==> src/rtl/intc_regdec_pkg.sv <==
package intc_regdec_pkg;

    // Fixed offsets of the register map
    localparam int unsigned OFS_DOM      = 32'h0000;
    localparam int unsigned OFS_CFG      = 32'h0004;
    localparam int unsigned OFS_SETIP    = 32'h1C00;
    localparam int unsigned OFS_SETIPNUM = 32'h1CDC;
    localparam int unsigned OFS_CLRIP    = 32'h1D00;
    localparam int unsigned OFS_CLRIPNUM = 32'h1DDC;
    localparam int unsigned OFS_SETIE    = 32'h1E00;
    localparam int unsigned OFS_SETIENUM = 32'h1EDC;
    localparam int unsigned OFS_CLRIE    = 32'h1F00;
    localparam int unsigned OFS_CLRIENUM = 32'h1FDC;
    localparam int unsigned OFS_NUM_LE   = 32'h2000;
    localparam int unsigned OFS_NUM_BE   = 32'h2004;
    localparam int unsigned OFS_MSI      = 32'h3000;
    localparam int unsigned OFS_TGT      = 32'h3004;

    localparam logic [31:0] DOM_FIXED  = 32'h8000_0004;
    localparam int unsigned DOM_IE_BIT = 8;
    localparam logic [31:0] TGT_KEEP   = 32'hFFFF_F7FF;
    localparam logic [31:0] MSI_KEEP   = 32'hFFFC_0FFF;

    typedef enum logic [3:0] {
        RG_NONE, RG_DOM, RG_CFG, RG_SETIP, RG_SETIPNUM, RG_CLRIP, RG_CLRIPNUM,
        RG_SETIE, RG_SETIENUM, RG_CLRIE, RG_CLRIENUM, RG_NUM_LE, RG_NUM_BE,
        RG_MSI, RG_TGT
    } region_e;

    typedef enum logic [3:0] {
        OP_NONE       = 4'd0,
        OP_CFG_WR     = 4'd1,
        OP_TGT_WR     = 4'd2,
        OP_IP_SET_MSK = 4'd3,
        OP_IP_CLR_MSK = 4'd4,
        OP_IE_SET_MSK = 4'd5,
        OP_IE_CLR_MSK = 4'd6,
        OP_IP_SET_NUM = 4'd7,
        OP_IP_CLR_NUM = 4'd8,
        OP_IE_SET_NUM = 4'd9,
        OP_IE_CLR_NUM = 4'd10,
        OP_MSI_GEN    = 4'd11
    } cmd_op_e;

    function automatic logic [31:0] bswap32(input logic [31:0] v);
        return {v[7:0], v[15:8], v[23:16], v[31:24]};
    endfunction

endpackage

==> src/rtl/intc_regdec_decode.sv <==
module intc_regdec_decode
    import intc_regdec_pkg::*;
#(
    parameter int unsigned NSRC = 48,
    parameter int unsigned AW   = 16,
    parameter int unsigned IDXW = 6
) (
    input  logic [AW-1:0]   addr,
    output region_e         rg,
    output logic [IDXW-1:0] idx
);
    localparam int unsigned NW      = (NSRC + 31) / 32;
    localparam int unsigned SRC_SPAN = (NSRC - 1) * 4;
    localparam int unsigned WORD_SPAN = NW * 4;

    int unsigned a;
    int unsigned rel;

    always_comb begin
        a   = 32'(addr);
        rg  = RG_NONE;
        rel = 0;
        if (a == OFS_DOM) begin
            rg = RG_DOM;
        end else if (a >= OFS_CFG && a < OFS_CFG + SRC_SPAN) begin
            rg = RG_CFG;  rel = (a >> 2);
        end else if (a >= OFS_SETIP && a < OFS_SETIP + WORD_SPAN) begin
            rg = RG_SETIP; rel = (a - OFS_SETIP) >> 2;
        end else if (a == OFS_SETIPNUM) begin
            rg = RG_SETIPNUM;
        end else if (a >= OFS_CLRIP && a < OFS_CLRIP + WORD_SPAN) begin
            rg = RG_CLRIP; rel = (a - OFS_CLRIP) >> 2;
        end else if (a == OFS_CLRIPNUM) begin
            rg = RG_CLRIPNUM;
        end else if (a >= OFS_SETIE && a < OFS_SETIE + WORD_SPAN) begin
            rg = RG_SETIE; rel = (a - OFS_SETIE) >> 2;
        end else if (a == OFS_SETIENUM) begin
            rg = RG_SETIENUM;
        end else if (a >= OFS_CLRIE && a < OFS_CLRIE + WORD_SPAN) begin
            rg = RG_CLRIE; rel = (a - OFS_CLRIE) >> 2;
        end else if (a == OFS_CLRIENUM) begin
            rg = RG_CLRIENUM;
        end else if (a == OFS_NUM_LE) begin
            rg = RG_NUM_LE;
        end else if (a == OFS_NUM_BE) begin
            rg = RG_NUM_BE;
        end else if (a == OFS_MSI) begin
            rg = RG_MSI;
        end else if (a >= OFS_TGT && a < OFS_TGT + SRC_SPAN) begin
            rg = RG_TGT;  rel = (a - OFS_MSI) >> 2;
        end
        idx = rel[IDXW-1:0];
    end
endmodule

==> src/rtl/intc_regdec_rdmux.sv <==
module intc_regdec_rdmux
    import intc_regdec_pkg::*;
#(
    parameter int unsigned NSRC = 48,
    parameter int unsigned IDXW = 6
) (
    input  region_e         rg,
    input  logic [IDXW-1:0] idx,
    input  logic [NSRC-1:0] st_pending,
    input  logic [NSRC-1:0] st_enable,
    input  logic [NSRC-1:0] st_input,
    input  logic [31:0]     cfg_rdata,
    input  logic [31:0]     tgt_rdata,
    input  logic            ie,
    input  logic [31:0]     msi_val,
    output logic [31:0]     rdata
);
    localparam int unsigned NW   = (NSRC + 31) / 32;
    localparam int unsigned NBIT = NW * 32;

    logic [NBIT-1:0] pend_pad, en_pad, in_pad;

    // Source 0 and slots past the last source always read as zero
    for (genvar g = 0; g < NBIT; g++) begin : g_pad
        if (g >= 1 && g < NSRC) begin : g_live
            assign pend_pad[g] = st_pending[g];
            assign en_pad[g]   = st_enable[g];
            assign in_pad[g]   = st_input[g];
        end else begin : g_dead
            assign pend_pad[g] = 1'b0;
            assign en_pad[g]   = 1'b0;
            assign in_pad[g]   = 1'b0;
        end
    end

    always_comb begin
        unique case (rg)
            RG_DOM:   rdata = DOM_FIXED | (32'(ie) << DOM_IE_BIT);
            RG_CFG:   rdata = cfg_rdata;
            RG_TGT:   rdata = tgt_rdata;
            RG_SETIP: rdata = pend_pad[32*int'(idx) +: 32];
            RG_CLRIP: rdata = in_pad[32*int'(idx) +: 32];
            RG_SETIE: rdata = en_pad[32*int'(idx) +: 32];
            RG_MSI:   rdata = msi_val;
            default:  rdata = 32'h0;
        endcase
    end
endmodule

==> src/rtl/intc_regdec.sv <==
module intc_regdec
    import intc_regdec_pkg::*;
#(
    parameter int unsigned NSRC = 48,
    parameter int unsigned AW   = 16,
    localparam int unsigned IDXW = $clog2(NSRC)
) (
    input  logic            clk,
    input  logic            rst,
    input  logic            req_valid,
    input  logic            req_write,
    input  logic [AW-1:0]   req_addr,
    input  logic [2:0]      req_bytes,
    input  logic [31:0]     req_wdata,
    input  logic [NSRC-1:0] st_pending,
    input  logic [NSRC-1:0] st_enable,
    input  logic [NSRC-1:0] st_input,
    input  logic [31:0]     cfg_rdata,
    input  logic [31:0]     tgt_rdata,
    output logic [IDXW-1:0] rd_index,
    output logic            rsp_ready,
    output logic            rsp_err,
    output logic [31:0]     rsp_rdata,
    output logic            cmd_valid,
    output logic [3:0]      cmd_op,
    output logic [IDXW-1:0] cmd_index,
    output logic [31:0]     cmd_data,
    output logic            rescan,
    output logic            dom_ie
);
    region_e         rg;
    logic [IDXW-1:0] idx;
    logic [31:0]     rd_word;
    logic [31:0]     msi_q;
    logic            ie_q;
    cmd_op_e         op_n, op_q;
    logic [IDXW-1:0] cidx_n;
    logic [31:0]     cdata_n, num;
    logic            num_ok, acc_ok, wr_ok;

    intc_regdec_decode #(.NSRC(NSRC), .AW(AW), .IDXW(IDXW)) u_dec (
        .addr(req_addr), .rg(rg), .idx(idx)
    );

    intc_regdec_rdmux #(.NSRC(NSRC), .IDXW(IDXW)) u_rd (
        .rg(rg), .idx(idx), .st_pending(st_pending), .st_enable(st_enable),
        .st_input(st_input), .cfg_rdata(cfg_rdata), .tgt_rdata(tgt_rdata),
        .ie(ie_q), .msi_val(msi_q), .rdata(rd_word)
    );

    assign rd_index = idx;

    always_comb begin
        acc_ok  = (req_addr[1:0] == 2'b00) && (req_bytes == 3'd4) && (rg != RG_NONE);
        wr_ok   = req_valid && req_write && acc_ok;
        num     = (rg == RG_NUM_BE) ? bswap32(req_wdata) : req_wdata;
        num_ok  = (num != 32'h0) && (num < NSRC);
        op_n    = OP_NONE;
        cidx_n  = idx;
        cdata_n = req_wdata;
        unique case (rg)
            RG_CFG:      op_n = OP_CFG_WR;
            RG_TGT:      begin op_n = OP_TGT_WR; cdata_n = req_wdata & TGT_KEEP; end
            RG_SETIP:    op_n = OP_IP_SET_MSK;
            RG_CLRIP:    op_n = OP_IP_CLR_MSK;
            RG_SETIE:    op_n = OP_IE_SET_MSK;
            RG_CLRIE:    op_n = OP_IE_CLR_MSK;
            RG_SETIPNUM, RG_NUM_LE, RG_NUM_BE: op_n = num_ok ? OP_IP_SET_NUM : OP_NONE;
            RG_CLRIPNUM: op_n = num_ok ? OP_IP_CLR_NUM : OP_NONE;
            RG_SETIENUM: op_n = num_ok ? OP_IE_SET_NUM : OP_NONE;
            RG_CLRIENUM: op_n = num_ok ? OP_IE_CLR_NUM : OP_NONE;
            RG_MSI:      begin op_n = OP_MSI_GEN; cidx_n = '0; cdata_n = req_wdata & MSI_KEEP; end
            default:     op_n = OP_NONE;
        endcase
        if (rg inside {RG_SETIPNUM, RG_CLRIPNUM, RG_SETIENUM, RG_CLRIENUM, RG_NUM_LE, RG_NUM_BE}) begin
            cidx_n  = num[IDXW-1:0];
            cdata_n = 32'h0;
        end
    end

    always_ff @(posedge clk) begin
        if (rst) begin
            rsp_ready <= 1'b0;
            rsp_err   <= 1'b0;
            rsp_rdata <= '0;
            cmd_valid <= 1'b0;
            op_q      <= OP_NONE;
            cmd_index <= '0;
            cmd_data  <= '0;
            rescan    <= 1'b0;
            ie_q      <= 1'b0;
            msi_q     <= '0;
        end else begin
            rsp_ready <= req_valid;
            rsp_err   <= req_valid && !acc_ok;
            rsp_rdata <= (req_valid && !req_write && acc_ok) ? rd_word : 32'h0;
            cmd_valid <= wr_ok && (op_n != OP_NONE);
            op_q      <= (wr_ok) ? op_n : OP_NONE;
            cmd_index <= (wr_ok && op_n != OP_NONE) ? cidx_n : '0;
            cmd_data  <= (wr_ok && op_n != OP_NONE) ? cdata_n : '0;
            rescan    <= wr_ok;
            if (wr_ok && rg == RG_DOM) ie_q  <= req_wdata[DOM_IE_BIT];
            if (wr_ok && rg == RG_MSI) msi_q <= req_wdata & MSI_KEEP;
        end
    end

    assign cmd_op = op_q;
    assign dom_ie = ie_q;

    // Assertions
    assert_ready_follows_R1: assert property (@(posedge clk) disable iff (rst)
        req_valid |=> rsp_ready);
    assert_ready_only_after_req_R1: assert property (@(posedge clk) disable iff (rst)
        !req_valid |=> !rsp_ready);
    assert_misaligned_err_R2: assert property (@(posedge clk) disable iff (rst)
        (req_valid && req_addr[1:0] != 2'b00) |=> (rsp_err && rsp_rdata == 32'h0));
    assert_err_no_effect_R3: assert property (@(posedge clk) disable iff (rst)
        rsp_err |-> (!cmd_valid && !rescan));
    assert_ie_held_R4: assert property (@(posedge clk) disable iff (rst)
        !(req_valid && req_write) |=> $stable(dom_ie));
    assert_tgt_fields_R6: assert property (@(posedge clk) disable iff (rst)
        (cmd_valid && cmd_op == 4'd2) |-> (cmd_data[11] == 1'b0));
    assert_cmd_has_rescan_R12: assert property (@(posedge clk) disable iff (rst)
        cmd_valid |-> (rescan && rsp_ready && !rsp_err));
    assert_read_no_rescan_R12: assert property (@(posedge clk) disable iff (rst)
        (req_valid && !req_write) |=> !rescan);
endmodule

==> config.mk <==
export PLATFORM = sky130hd
export DESIGN_NAME = intc_regdec
export DESIGN_NICKNAME = d
export VERILOG_FILES = /design/src/rtl/intc_regdec_pkg.sv /design/src/rtl/intc_regdec_decode.sv /design/src/rtl/intc_regdec_rdmux.sv /design/src/rtl/intc_regdec.sv
export SDC_FILE = /design/constraint.sdc
export NUM_CORES = 1
export LEC_CHECK = 0
export ABC_AREA = 1
export BUFFER_PORTS_ARGS = -buffer_cell sky130_fd_sc_hd__buf_2
export CAP_MARGIN = 25
export CELL_PAD_IN_SITES_DETAIL_PLACEMENT = 0
export CELL_PAD_IN_SITES_GLOBAL_PLACEMENT = 1
export CORE_AREA = 2 2 142 144
export DETAILED_ROUTE_END_ITERATION = 7
export DIE_AREA = 0 0 144 146
export PLACE_DENSITY_LB_ADDON = 0.1
export SLEW_MARGIN = 20
export SYNTH_ARGS = -nofsm -noshare
export SYNTH_HDL_FRONTEND = slang
export SYNTH_SLANG_ARGS = --single-unit
==> constraint.sdc <==
create_clock -name clk -period 5.8 [get_ports clk]
set_clock_uncertainty 0.2 [all_clocks]
set_input_delay 0.29 -clock clk [delete_from_list [all_inputs] [get_ports clk]]
set_output_delay 0.29 -clock clk [all_outputs]
set_load 0.03 [all_outputs]
# Yosys cells after proc, flatten, opt, wreduce, memory -nomap -nowiden
# Index checks and enable logic that the tools add are counted.
dict set report totals {
  mem_count 0
  inputBits 263
  ram_bits 0
  output_inout_bits 85
  latchBits 0
  wordCells 124
  rom_bits 0
  register_bits 105
}
dict set report op_classes {
  shift 3
  bitwise_logic 3
  div 0
  n_reduce_logical 30
  n_eq_ne 22
  n_mul 0
  n_addsub 5
  muxes 38
  n_lt_le_gt_ge 13
}
# operator count
set ops {}
lappend ops {{32-bit case mux with 7 select lines} 1}
lappend ops {{64-bit by 12-bit variable part select with 32-bit output} 3}
lappend ops {{6-bit two-way mux} 16}
lappend ops {{4-bit two-way mux} 17}
lappend ops {{16-bit by 13-bit equality test with 1-bit output (second input constant)} 4}
lappend ops {{16-bit by 13-bit >= comparator with 1-bit output (second input constant)} 4}
lappend ops {{16-bit by 13-bit < comparator with 1-bit output (second input constant)} 4}
lappend ops {{16-bit by 14-bit equality test with 1-bit output (second input constant)} 3}
lappend ops {{4-bit case mux with 11 select lines} 1}
lappend ops {{8-bit by 1-bit subtractor with 8-bit output (second input constant)} 5}
lappend ops {{18-bit case mux with 2 select lines} 1}
lappend ops {{32-bit by 6-bit < comparator with 1-bit output (second input constant)} 1}
lappend ops {{32-bit two-way mux} 1}
lappend ops {{32-bit nonzero test} 1}
lappend ops {{4-bit equality test (second input constant)} 7}
lappend ops {{1-bit logical AND} 17}
lappend ops {{4-bit by 3-bit equality test with 1-bit output (second input constant)} 4}
lappend ops {{16-bit by 14-bit >= comparator with 1-bit output (second input constant)} 1}
lappend ops {{16-bit by 3-bit >= comparator with 1-bit output (second input constant)} 1}
lappend ops {{16-bit logical NOT} 1}
lappend ops {{16-bit by 14-bit < comparator with 1-bit output (second input constant)} 1}
lappend ops {{16-bit by 8-bit < comparator with 1-bit output (second input constant)} 1}
lappend ops {{4-bit by 2-bit equality test with 1-bit output (second input constant)} 2}
lappend ops {{4-bit nonzero test} 2}
lappend ops {{other kinds (9)} 15}

# Logic depth before layout (Yosys ltp)
# Gate-level depths: netlist of run 1.
dict set report logic_depth {
  ltp_word 26
  mapped_depth 18
  ltp_nobuf 16
}

# Cells and area by module
# From an unflattened synthesis of run 1, not the netlist that was laid out.
dict set report hier_totals {
  hier_cells 1039
  hier_area_um2 6357.3
}
# mod seq_area_each_um2 cells_each instances area_each_um2
set by_module_without_submodules {}
lappend by_module_without_submodules {intc_regdec 2102.0 458 1 3709.8}
lappend by_module_without_submodules {intc_regdec_rdmux 0.0 468 1 2085.8}
lappend by_module_without_submodules {intc_regdec_decode 0.0 113 1 561.8}

# Least setup slack after synthesis of run 1
# Ideal clock, no wire load.
dict set report synth_path {
  path_kind {input-to-reg}
  start {input port req_addr[0]}
  end {register cmd_data[28]}
  slack_ns 3.473
  required_time_ns 5.486
  n_path_buf 2
  cell_stages 16
  setup_time_ns 0.114
  arrival_ns 2.013
  cell_sequence {nor2_1 > nand3_1 > nor2_4 > nand2_2 > buf_6 > nand2_2 > nand2_2 > nor2_2 > nand3_2 > nand3_1 > nand3_1 > o21ai_2 > nand3_2 > nand2_4 > buf_12 > nor2_4}
}
dict set report synth_via {
  elab_chain_len 26
  elab_cells_between_ends 73
  classes_between {order compare (13); eq/ne (20); mux (20); bitwise (1); reduce/logical (19)}
}
# item line
set synth_lines {}
lappend synth_lines {{from (decl)} intc_regdec.sv:12} ;# input logic [AW-1:0] req_addr,
lappend synth_lines {{16-bit by 14-bit >= comparator with 1-bit output or 16-bit by 14-bit < comparator with 1-bit output (tied branches)} intc_regdec_decode.sv:49} ;# end else if (a >= OFS_TGT && a < OFS_TGT + SRC_SPAN) begin
lappend synth_lines {{1-bit logical AND} intc_regdec_decode.sv:49}
lappend synth_lines {{4-bit two-way mux} intc_regdec_decode.sv:49}
lappend synth_lines {{4-bit two-way mux} intc_regdec_decode.sv:47} ;# end else if (a == OFS_MSI) begin
lappend synth_lines {{4-bit two-way mux} intc_regdec_decode.sv:45} ;# end else if (a == OFS_NUM_BE) begin
lappend synth_lines {{4-bit two-way mux} intc_regdec_decode.sv:43} ;# end else if (a == OFS_NUM_LE) begin
lappend synth_lines {{4-bit two-way mux} intc_regdec_decode.sv:41} ;# end else if (a == OFS_CLRIENUM) begin
lappend synth_lines {{4-bit two-way mux} intc_regdec_decode.sv:39} ;# end else if (a >= OFS_CLRIE && a < OFS_CLRIE + WORD_SPAN) begin
lappend synth_lines {{(+10 left out)} -}
lappend synth_lines {{32-bit by 6-bit < comparator with 1-bit output or 32-bit nonzero test (tied branches)} intc_regdec.sv:57} ;# num_ok = (num != 32'h0) && (num < NSRC);
lappend synth_lines {{1-bit logical AND} intc_regdec.sv:57}
lappend synth_lines {{4-bit two-way mux, or another cell as far along} intc_regdec.sv:70} ;# RG_SETIENUM: op_n = num_ok ? OP_IE_SET_NUM : OP_NONE;
lappend synth_lines {{4-bit case mux with 11 select lines} intc_regdec.sv:61} ;# unique case (rg)
lappend synth_lines {{4-bit nonzero test} intc_regdec.sv:100} ;# cmd_data <= (wr_ok && op_n != OP_NONE) ? cdata_n : '0;
lappend synth_lines {{1-bit logical AND} intc_regdec.sv:100}
lappend synth_lines {{1-bit inverter (no source line)} -}
lappend synth_lines {{3-bit OR reduction (no source line) *} -}
lappend synth_lines {{to (signal assigned)} intc_regdec.sv:100}
lappend synth_lines {{to (decl)} intc_regdec.sv:27} ;# output logic [31:0] cmd_data,
# Every way passes the cells marked *; elsewhere a longest branch is shown, timed or not.
# A chain may end at the register's enable or synchronous reset.

# Worst setup path in the final report of run 1
dict set report layout_path {
  start {input port req_addr[11]}
  end {register rsp_rdata[16]}
}
dict set report layout_via {
  elab_chain_len 21
  elab_cells_between_ends 70
  classes_between {order compare (12); eq/ne (14); shift (3); mux (29); bitwise (1); reduce/logical (11)}
}
# item line
set layout_lines {}
lappend layout_lines {{parallel branches: the longest is 21 deep, another holds 16-bit by 14-bit >= comparator with 1-bit output} -}
lappend layout_lines {{to (signal assigned)} intc_regdec.sv:96} ;# rsp_rdata <= (req_valid && !req_write && acc_ok) ? rd_word : 32'h0;
lappend layout_lines {{to (decl)} intc_regdec.sv:23} ;# output logic [31:0] rsp_rdata,
# Several ways; the timed one is not identified.

==> flow_metrics.py, run 1 <==
metrics = {
    "clocking": {
        "post_cts_buffers": 0,
        "cts_root_buf": "clkbuf_16",
        "cts_buffers": 9,
        "cts_buffer_depth": 2,
        "cts_tree": "yes",
        "h-tree-depth": 3,
        "path_clk_slew_ps": 80,
        "cts_sinks": 105,
        "clock_latency_ps": 350,
    },
    "pwr": {
        "finalPower_mw": 1.52,
        "seqPwrFrac": 0.474,
        "vdd_drop_max_mv": 0.146,
        "comb_power_share": 0.115,
        "swShare": 0.248,
        "power_density_mw_per_mm2": 186,
        "p_int_mw": 1.14,
        "leakage_nw": 4.31,
        "p_clk_frac": 0.412,
        "power.switching_uw": 377,
    },
    "hold_path": {
        "min_path_type": "in2reg",
        "holdPathStages": 3,
        "min_from": "req_wdata[10]",
        "holdPathEnd": "cmd_data[10]",
    },
    "route": {
        "drtPass1Iterations": 5,
        "drt_iter0_drc": 234,
        "drt-total-wl_um": 24900,
        "vias_per_cell": 4.63,
        "antenna_left": 0,
        "wire_per_inst_um": 16.7,
        "drc_errors": 0,
        "vias": 6881,
    },
    "cells_and_area": {
        "nets": 1467,
        "final_layout_size_suffix_gt1_frac": 0.356,
        "multi_input_area_mm2": 0.00326,
        "syn_to_final_growth_pct": 38.5,
        "final_cells": 1486,
        "nFillCells": 2209,
        "regArea_mm2": 0.00210,
    },
    "synth": {
        "yosysTopAreaCellShare": 0.355,
        "async_reset_ff_frac": 0,
        "synth_edf_count": 0,
        "synth.largest_area_cell": "dfxtp_1",
        "seq_area_frac_synth": 0.355,
        "syn-cell-area_mm2": 0.00591,
        "synth_flop_cell": "dfxtp_1",
        "syn_area_per_cell_um2": 6.74,
        "syn_nets": 1141,
        "yosysWarnings": 0,
        "yosysMostFrequentCell": "nand2_1",
        "syn_inst": 878,
        "synthTopCellsByCount": "nand2_1 (232), nor2_1 (113), dfxtp_1 (105), inv_1 (79), nand3_1 (70)",
        "synth_cell_types": 38,
        "ys_seq_elements": 105,
        "yosys-top-cells-area": "dfxtp_1 (36%), nand2_1 (15%), nor2_1 (7.2%), nand3_1 (5.9%), inv_1 (5.0%)",
    },
    "die": {
        "die_w_um": 144,
        "core_mm2": 0.0193,
        "num_rows": 51,
        "io_pins": 348,
        "initial_core_util": 0.306,
        "fp.dieArea_mm2": 0.0210,
        "die_y_um": 146,
    },
    "place": {
        "placed_cells": 1452,
        "hpwlAfterDp_um": 20000,
        "gp_congestion": 0.836,
        "port_buffers": 344,
    },
    "critical_path": {
        "cp_common_cell": "nand2_1",
        "path_depth": 14,
        "worstPathBufferInverterCount": 5,
        "critPathSlowestCell": "inv_1",
        "r2r-end": "rsp_rdata[8]",
        "cp_slowest_stage_delay_ps": 600,
        "cp-end-kind": "register",
        "cp.arrival_ps": 3740,
        "path_delay_family": "buffers and inverters",
        "cp_cell_sequence": "buf_2, nand2_1, inv_1, nand3_1, nor2_1, nand2_1, nand2_1, inv_1, nand2_1, nand2_1, clkinv_1, nand2_1, a31oi_1, dlygate4sd3_1",
        "cp-start-kind": "input pin",
        "rr_startpoint": "msi_q[8]",
        "path_class": "in2reg",
        "cp.required_ps": 5850,
        "crit_fanout": 23,
        "r2r_cells": 3,
        "r2r_slack_ps": 4560,
    },
    "flow_run": {
        "max_cap_violations": 0,
    },
    "timing": {
        "final_max_slew_viol_count": 0,
        "max_slew_margin": 0.459,
        "hold_viol_final": 0,
        "tightest_slew_ps": 810,
        "tns_ps": 0,
        "setup_viol": 0,
        "post-route-period-util": 0.636,
        "whs_ps": 11.5,
        "fmax_mhz": 271,
        "rsz0062_at_grt": "false",
        "layout_min_cycle_time_ps": 3690,
    },
    "grt": {
        "grt_first_pass_wirelength_um": 37600,
        "track_usage": 0.233,
        "grt_overflow": 0,
        "grt_max_degree": 48,
        "grt_pass1_vias": 6800,
        "antenna_found_initial": 13,
    },
    "run_status": {
        "status": "finished clean",
    },
}
## how the worst max path moves through the flow
stage | from | slack, ps | end
after CTS | req_addr[11] | 2130 | rsp_rdata[16]
final | req_addr[11] | 2110 | rsp_rdata[16]
after floorplan | req_addr[0] | 3470 | cmd_data[28]
after detailed placement | req_addr[0] | 2130 | cmd_data[1]
after global placement | req_addr[0] | 2150 | cmd_data[4]
after global routing | req_addr[11] | 1740 | rsp_rdata[16]
## kinds of logic (layout without fill, tap and decap cells)
| kind of cell | after synthesis | in the layout | synth area share |
|---|---|---|---|
| other | 0 | 12 | 0 |
| and+or+nand+nor | 491 | 491 | 0.386 |
| DFF | 105 | 105 | 0.355 |
| buffers and inverters | 129 | 460 | 0.0927 |
| AOI/OAI and AO/OA | 153 | 153 | 0.166 |
## layout by cell type (no fill, tap or decap), types with 2 or more instances in the layout
master and instances:
nor2_1 113, dlygate4sd3_1 6, nor2_2 7, buf_2 344
diode_2 12, nand2_2 11, o21ai_0 32, nand2_1 232
clkbuf_16 9, inv_6 2, dfxtp_1 105, nand3_2 4
nand3_1 70, nand2_4 2, buf_4 8, o211ai_1 3
nor3_1 4, inv_2 6, and3_1 2, o221ai_1 7
o21ai_1 2, a31o_2 3, o21bai_1 2, a31oi_1 6
nand4_1 13, nor4_1 4, a21oi_1 57, a221oi_1 7
inv_1 79, a22o_1 31, nor2_4 26, clkinvlp_4 2
## power groups by stage
stage | logic (mW) | clock network (mW) | registers, mW
6_report | 0.174 | 0.626 | 0.721
5_1_grt | 0.196 | 0.677 | 0.721
4_1_cts | 0.176 | 0.646 | 0.721
3_5_place_dp | 0.172 | 0 | 0.738
3_3_place_gp | 0.172 | 0 | 0.738
2_1_floorplan | 0.0569 | 0 | 0.740
## through the flow
step	util	setup WS [ps]	cell area (um2)
2_1_floorplan	-	3470	5910
3_3_place_gp	0.404	2150	7800
3_5_place_dp	0.404	2130	7800
4_1_cts	0.422	2130	8160
5_1_grt	0.423	1740	8180
6_report	0.424	2110	8190
## metal layers
layer  up-vias  routed length (um)  part of all wire  GRT usage
met5         -                  18           0.00072          0
met3        35                2290             0.092     0.0856
met1      3069               10400              0.42      0.276
met2       249               11700              0.47      0.394
met4         2                 521             0.021     0.0652
li1       3526                   -                 -          -
## repair_timing
action,in CTS,in global routing
hold endpoints to repair,4,0
hold buffers,6,0
resized for setup,0,0
endpoints found under the setup margin,0,0
## flip-flops by register name, summed over array words and instances, names as in the netlist
| register | cells |
|---|---|
| rsp_rdata | 32 |
| cmd_index | 6 |
| rescan | 1 |
| cmd_data | 32 |
| cmd_valid | 1 |
| cmd_op | 4 |
| msi_q | 26 |
| dom_ie | 1 |
| rsp_ready | 1 |
| rsp_err | 1 |
## worst register-to-register path, stage by stage (launching register included)
cell	delay (ps)
dfxtp_1	320
a22o_1	220
a221oi_1	260
a21oi_1	130
## area by class of cell
class                   count  area share
multi-input cells         644       0.398
clock inverters             7     0.00931
well taps                 265      0.0405
repair buffers            358       0.225
clock buffers               9      0.0275
inverters                  86      0.0394
diodes                     12     0.00366
flip-flops and latches    105       0.257
Power figures use the tool's default switching activity.
==> inputs of run 2 (changes only) <==
--- a/config.mk
+++ b/config.mk
@@ -10,9 +10,9 @@
 export CAP_MARGIN = 25
 export CELL_PAD_IN_SITES_DETAIL_PLACEMENT = 0
 export CELL_PAD_IN_SITES_GLOBAL_PLACEMENT = 1
-export CORE_AREA = 2 2 142 144
+export CORE_AREA = 2 2 146 148
 export DETAILED_ROUTE_END_ITERATION = 7
-export DIE_AREA = 0 0 144 146
+export DIE_AREA = 0 0 148 150
 export PLACE_DENSITY_LB_ADDON = 0.1
 export SLEW_MARGIN = 20
 export SYNTH_ARGS = -nofsm -noshare
==> constraint.sdc (replaced) <==
create_clock -name clk -period 3.7 [get_ports clk]
set_clock_uncertainty 0.2 [all_clocks]
set_input_delay 0.185 -clock clk [delete_from_list [all_inputs] [get_ports clk]]
set_output_delay 0.185 -clock clk [all_outputs]
set_load 0.03 [all_outputs]
==> flow_metrics.py, run 2 (synthesis gave the netlist of run 1 again) <==
metrics = {
    "die": {
        "die_y_um": 150,
        "initial_core_util": 0.286,
        "core_mm2": 0.0207,
        "num_rows": 53,
        "io_pins": 348,
        "fp.dieArea_mm2": 0.0222,
        "die_w_um": 148,
    },
    "critical_path": {
        "cp.required_ps": 3780,
        "r2r-end": "rsp_rdata[19]",
        "r2r_slack_ps": 1460,
        "path_class": "in2reg",
        "rr_startpoint": "msi_q[19]",
        "cp.arrival_ps": 3410,
        "crit_fanout": 23,
        "cp-end-kind": "register",
        "r2r_cells": 6,
        "crit_path_start": "req_addr[10]",
        "cp-start-kind": "input pin",
    },
    "cells_and_area": {
        "largestRegisters": "cmd_data (32), rsp_rdata (32), msi_q (26)",
        "final_util": 0.430,
        "mostFrequentLayoutCells": "buf_2 (344), nand2_1 (232), nor2_1 (113)",
        "syn_to_final_growth_pct": 50.5,
        "mostFrequentLayoutCell": "buf_2",
        "final_layout_size_suffix_gt1_frac": 0.341,
        "final_cells": 1560,
        "nets": 1537,
        "design_area_mm2": 0.00890,
    },
    "place": {
        "place_ws_ps": 484,
        "gp_congestion": 0.821,
        "port_buffers": 344,
        "hpwlAfterDp_um": 20300,
        "dpl_cell_area_mm2": 0.00786,
        "placed_cells": 1466,
    },
    "timing": {
        "tns_ps": 0,
        "tightest_slew_ps": 831,
        "hold_viol_final": 0,
        "post-route-period-util": 0.900,
        "rsz0062_at_grt": "false",
        "setup_viol": 0,
        "fmax_mhz": 300,
        "setup_ws_ps": 371,
        "whs_ps": 8.46,
        "final_max_slew_viol_count": 0,
        "layout_min_cycle_time_ps": 3330,
        "max_slew_margin": 0.445,
    },
    "clocking": {
        "cts_resized": 0,
        "h-tree-depth": 3,
        "cts_buffer_depth": 2,
        "post_cts_buffers": 0,
        "cts_buffers": 9,
        "hold_buffers": 72,
        "clock_latency_ps": 350,
        "cts_root_buf": "clkbuf_16",
        "cts_sinks": 105,
        "cts_tree": "yes",
        "path_clk_slew_ps": 80,
    },
    "grt": {
        "grt_pass1_vias": 7123,
        "top_usage_layer": "met2",
        "use_met3": 0.0509,
        "track_usage": 0.225,
        "grt_use_met2": 0.396,
        "grt_overflow": 0,
        "antenna_found_initial": 10,
        "use_met1": 0.270,
        "grt_max_degree": 48,
        "grt_first_pass_wirelength_um": 38600,
    },
    "pwr": {
        "leakage_nw": 4.61,
        "vdd_drop_max_mv": 0.224,
        "finalPower_mw": 2.46,
        "power_density_mw_per_mm2": 276,
    },
    "hold_path": {
        "min_path_type": "in2reg",
        "min_from": "st_pending[38]",
        "holdPathEnd": "rsp_rdata[6]",
        "holdPathStages": 5,
    },
    "route": {
        "antenna_left": 0,
        "drtPass1Iterations": 5,
        "drt_iter0_drc": 280,
        "drt-total-wl_um": 25900,
        "drc_errors": 0,
        "wire_per_inst_um": 16.6,
        "vias": 7190,
        "vias_per_cell": 4.61,
    },
    "flow_run": {
        "max_cap_violations": 0,
    },
    "run_status": {
        "status": "finished clean",
    },
}
## run 2: cell types whose count changed in the layout (fill, tap and decap cells not counted), sizes merged
cell         before  now
clkinvlp          2    1
diode            12    6
dlygate4sd3       6   72
clkinv            3    4
buf             352  356
## run 2: worst max-delay path by stage
stage / to / slack, ps
final: rsp_rdata[12] / 370
after global routing: rsp_rdata[14] / 90
after CTS: rsp_rdata[12] / 370
after detailed placement: rsp_rdata[25] / 480
after global placement: rsp_rdata[25] / 570
after floorplan: cmd_data[28] / 1480
## run 2: routing by layer
metal | share of wire | vias to the layer above
met2 | 0.49 | 257
li1 | - | 3664
met3 | 0.064 | 46
met1 | 0.42 | 3217
met5 | 0.0016 | -
met4 | 0.025 | 6
## run 2: cell type report
class,count,area (um2)
Antenna cell,6,15.0
Clock buffer,9,225
Clock inverter,7,78.8
Fill cell,2312,11800
Inverter,86,323
Multi-Input combinational cell,644,3270
Sequential cell,105,2100
Tap cell,275,344
Timing Repair Buffer,428,2540
## run 2: report_power, final
part	leakage, nW	internal [mW]	switching (mW)	total, mW
sequential	0.846	1.13	0.000209	1.13
combinational	3.62	0.174	0.150	0.324
clock	0.149	0.534	0.468	1.00
## run 2: worst max-delay path, cell delays in order
cell and delay (ps):
buf_2 110, nor2_1 200, nand2_4 120, nor2_1 160
nand3_1 220, inv_1 680, buf_4 320, nand2_1 70
o211ai_1 80, dlygate4sd3_1 570, a21oi_1 40, dlygate4sd3_1 570
nor2_1 80
==> inputs of run 3 (changes only) <==
==> constraint.sdc (replaced) <==
create_clock -name clk -period 3.7 [get_ports clk]
set_clock_uncertainty 0.2 [all_clocks]
set_input_delay 0.555 -clock clk [delete_from_list [all_inputs] [get_ports clk]]
set_output_delay 0.555 -clock clk [all_outputs]
set_load 0.03 [all_outputs]
==> flow_metrics.py, run 3 (synthesis gave the netlist of run 1 again) <==
metrics = {
    "critical_path": {
        "r2r-end": "rsp_rdata[31]",
        "r2r_slack_ps": 2430,
        "cp.arrival_ps": 2270,
        "path_class": "in2out",
        "cp.required_ps": 2940,
        "cp-end-kind": "primary output",
        "crit_fanout": 21,
        "rr_startpoint": "msi_q[31]",
        "r2r_cells": 2,
        "cp-start-kind": "input pin",
    },
    "clocking": {
        "h-tree-depth": 3,
        "cts_buffer_depth": 2,
        "cts_resized": 0,
        "cts_sinks": 105,
        "clock_latency_ps": 360,
        "hold_buffers": 0,
        "post_cts_buffers": 0,
        "path_clk_slew_ps": 90,
        "cts_buffers": 9,
        "cts_tree": "yes",
        "cts_root_buf": "clkbuf_16",
    },
    "timing": {
        "setup_ws_ps": 675,
        "fmax_mhz": 331,
        "final_max_slew_viol_count": 0,
        "post-route-period-util": 0.818,
        "layout_min_cycle_time_ps": 3020,
        "rsz0062_at_grt": "false",
        "setup_viol": 0,
        "tightest_slew_ps": 631,
        "tns_ps": 0,
        "hold_viol_final": 0,
        "max_slew_margin": 0.579,
    },
    "run_status": {
        "status": "finished clean",
    },
    "pwr": {
        "p_clk_frac": 0.423,
        "p_int_mw": 1.76,
        "comb_power_share": 0.112,
        "leakage_nw": 4.36,
        "power.switching_uw": 676,
        "swShare": 0.278,
        "vdd_drop_max_mv": 0.210,
        "power_density_mw_per_mm2": 295,
        "seqPwrFrac": 0.464,
    },
    "die": {
        "io_pins": 348,
        "core_mm2": 0.0207,
        "die_w_um": 148,
        "num_rows": 53,
        "fp.dieArea_mm2": 0.0222,
        "initial_core_util": 0.286,
        "die_y_um": 150,
    },
    "grt": {
        "grt_pass1_vias": 6595,
        "track_usage": 0.224,
        "grt_overflow": 0,
        "antenna_found_initial": 6,
        "grt_max_degree": 48,
        "grt_first_pass_wirelength_um": 38000,
    },
    "route": {
        "drt-total-wl_um": 25400,
        "drt_iter0_drc": 225,
        "drtPass1Iterations": 4,
        "antenna_left": 0,
        "drc_errors": 0,
        "vias_per_cell": 4.58,
        "vias": 6836,
        "wire_per_inst_um": 17.0,
    },
    "place": {
        "placed_cells": 1474,
        "gp_congestion": 0.825,
        "place_ws_ps": 469,
        "hpwlAfterDp_um": 20500,
        "port_buffers": 344,
    },
    "cells_and_area": {
        "largestRegisters": "cmd_data (32), rsp_rdata (32), msi_q (26)",
        "final_layout_size_suffix_gt1_frac": 0.365,
        "nets": 1473,
        "syn_to_final_growth_pct": 39.5,
        "nFillCells": 2329,
        "final_util": 0.399,
        "mostFrequentLayoutCells": "buf_2 (344), nand2_1 (232), nor2_1 (113)",
        "mostFrequentLayoutCell": "buf_2",
        "final_cells": 1493,
    },
    "hold_path": {
        "holdPathStages": 3,
        "min_from": "req_wdata[1]",
        "holdPathEnd": "cmd_data[1]",
        "min_path_type": "in2reg",
    },
    "flow_run": {
        "max_cap_violations": 0,
    },
}
## run 3: changes by cell type in the layout (fill, tap and decap cells not counted), sizes merged
cell         change
dlygate4sd3     -72
inv              +1
bufinv           -1
diode            -3
clkinvlp         -1
clkinv           +1
buf              +8
## run 3: critical path: stages
cell and delay [ps]:
buf_2 140, nor2_4 180, nand2_4 120, nor2_4 160, nand4_1 320, nand3_1 200, o21ai_1 70, buf_4 210
inv_1 90, buf_2 200
## run 3: layer usage
metal | wire length, um | vias to the layer above | share of wire | track usage
li1 | - | 3540 | - | -
met1 | 10700 | 3029 | 0.42 | 0.270
met2 | 12500 | 242 | 0.49 | 0.400
met3 | 1900 | 21 | 0.075 | 0.0595
met4 | 295 | 4 | 0.012 | 0.0457
met5 | 26 | - | 0.0010 | 0
## run 3: power by group through the flow
stage,clock network (mW),logic (mW),registers (mW)
2_1_floorplan,0,0.0892,1.16
3_5_place_dp,0,0.274,1.16
6_report,1.03,0.274,1.13
3_3_place_gp,0,0.273,1.16
4_1_cts,1.06,0.276,1.13
5_1_grt,1.11,0.305,1.13
## run 3: how the worst max path moves through the flow
stage | from | end | slack [ps]
floorplan | req_addr[10] | rd_index[1] | 940
global placement | req_addr[4] | cmd_data[22] | 470
detailed placement | req_addr[4] | cmd_data[6] | 470
CTS | req_addr[9] | rd_index[0] | 680
global route | req_addr[9] | rd_index[0] | 590
finish | req_addr[9] | rd_index[0] | 680
## run 3: final cells by class
| class | count | area, um2 | area share |
|---|---|---|---|
| antenna | 3 | 7.51 | 0.000910 |
| clock buffer | 9 | 225 | 0.0273 |
| clock inverter | 7 | 93.8 | 0.0114 |
| inverter | 86 | 323 | 0.0391 |
| multi-input combinational | 644 | 3270 | 0.396 |
| sequential | 105 | 2100 | 0.255 |
| tap | 275 | 344 | 0.0417 |
| timing repair buffer | 364 | 1880 | 0.228 |
## run 3: per-stage QoR
| stage | power [mW] | area (um2) | hold WS (ps) |
|---|---|---|---|
| 2_1_floorplan | 1.25 | 5910 | 230 |
| 3_3_place_gp | 1.43 | 7920 | 263 |
| 3_5_place_dp | 1.43 | 7920 | 275 |
| 4_1_cts | 2.47 | 8240 | 238 |
| 5_1_grt | 2.54 | 8240 | 256 |
| 6_report | 2.43 | 8250 | 251 |
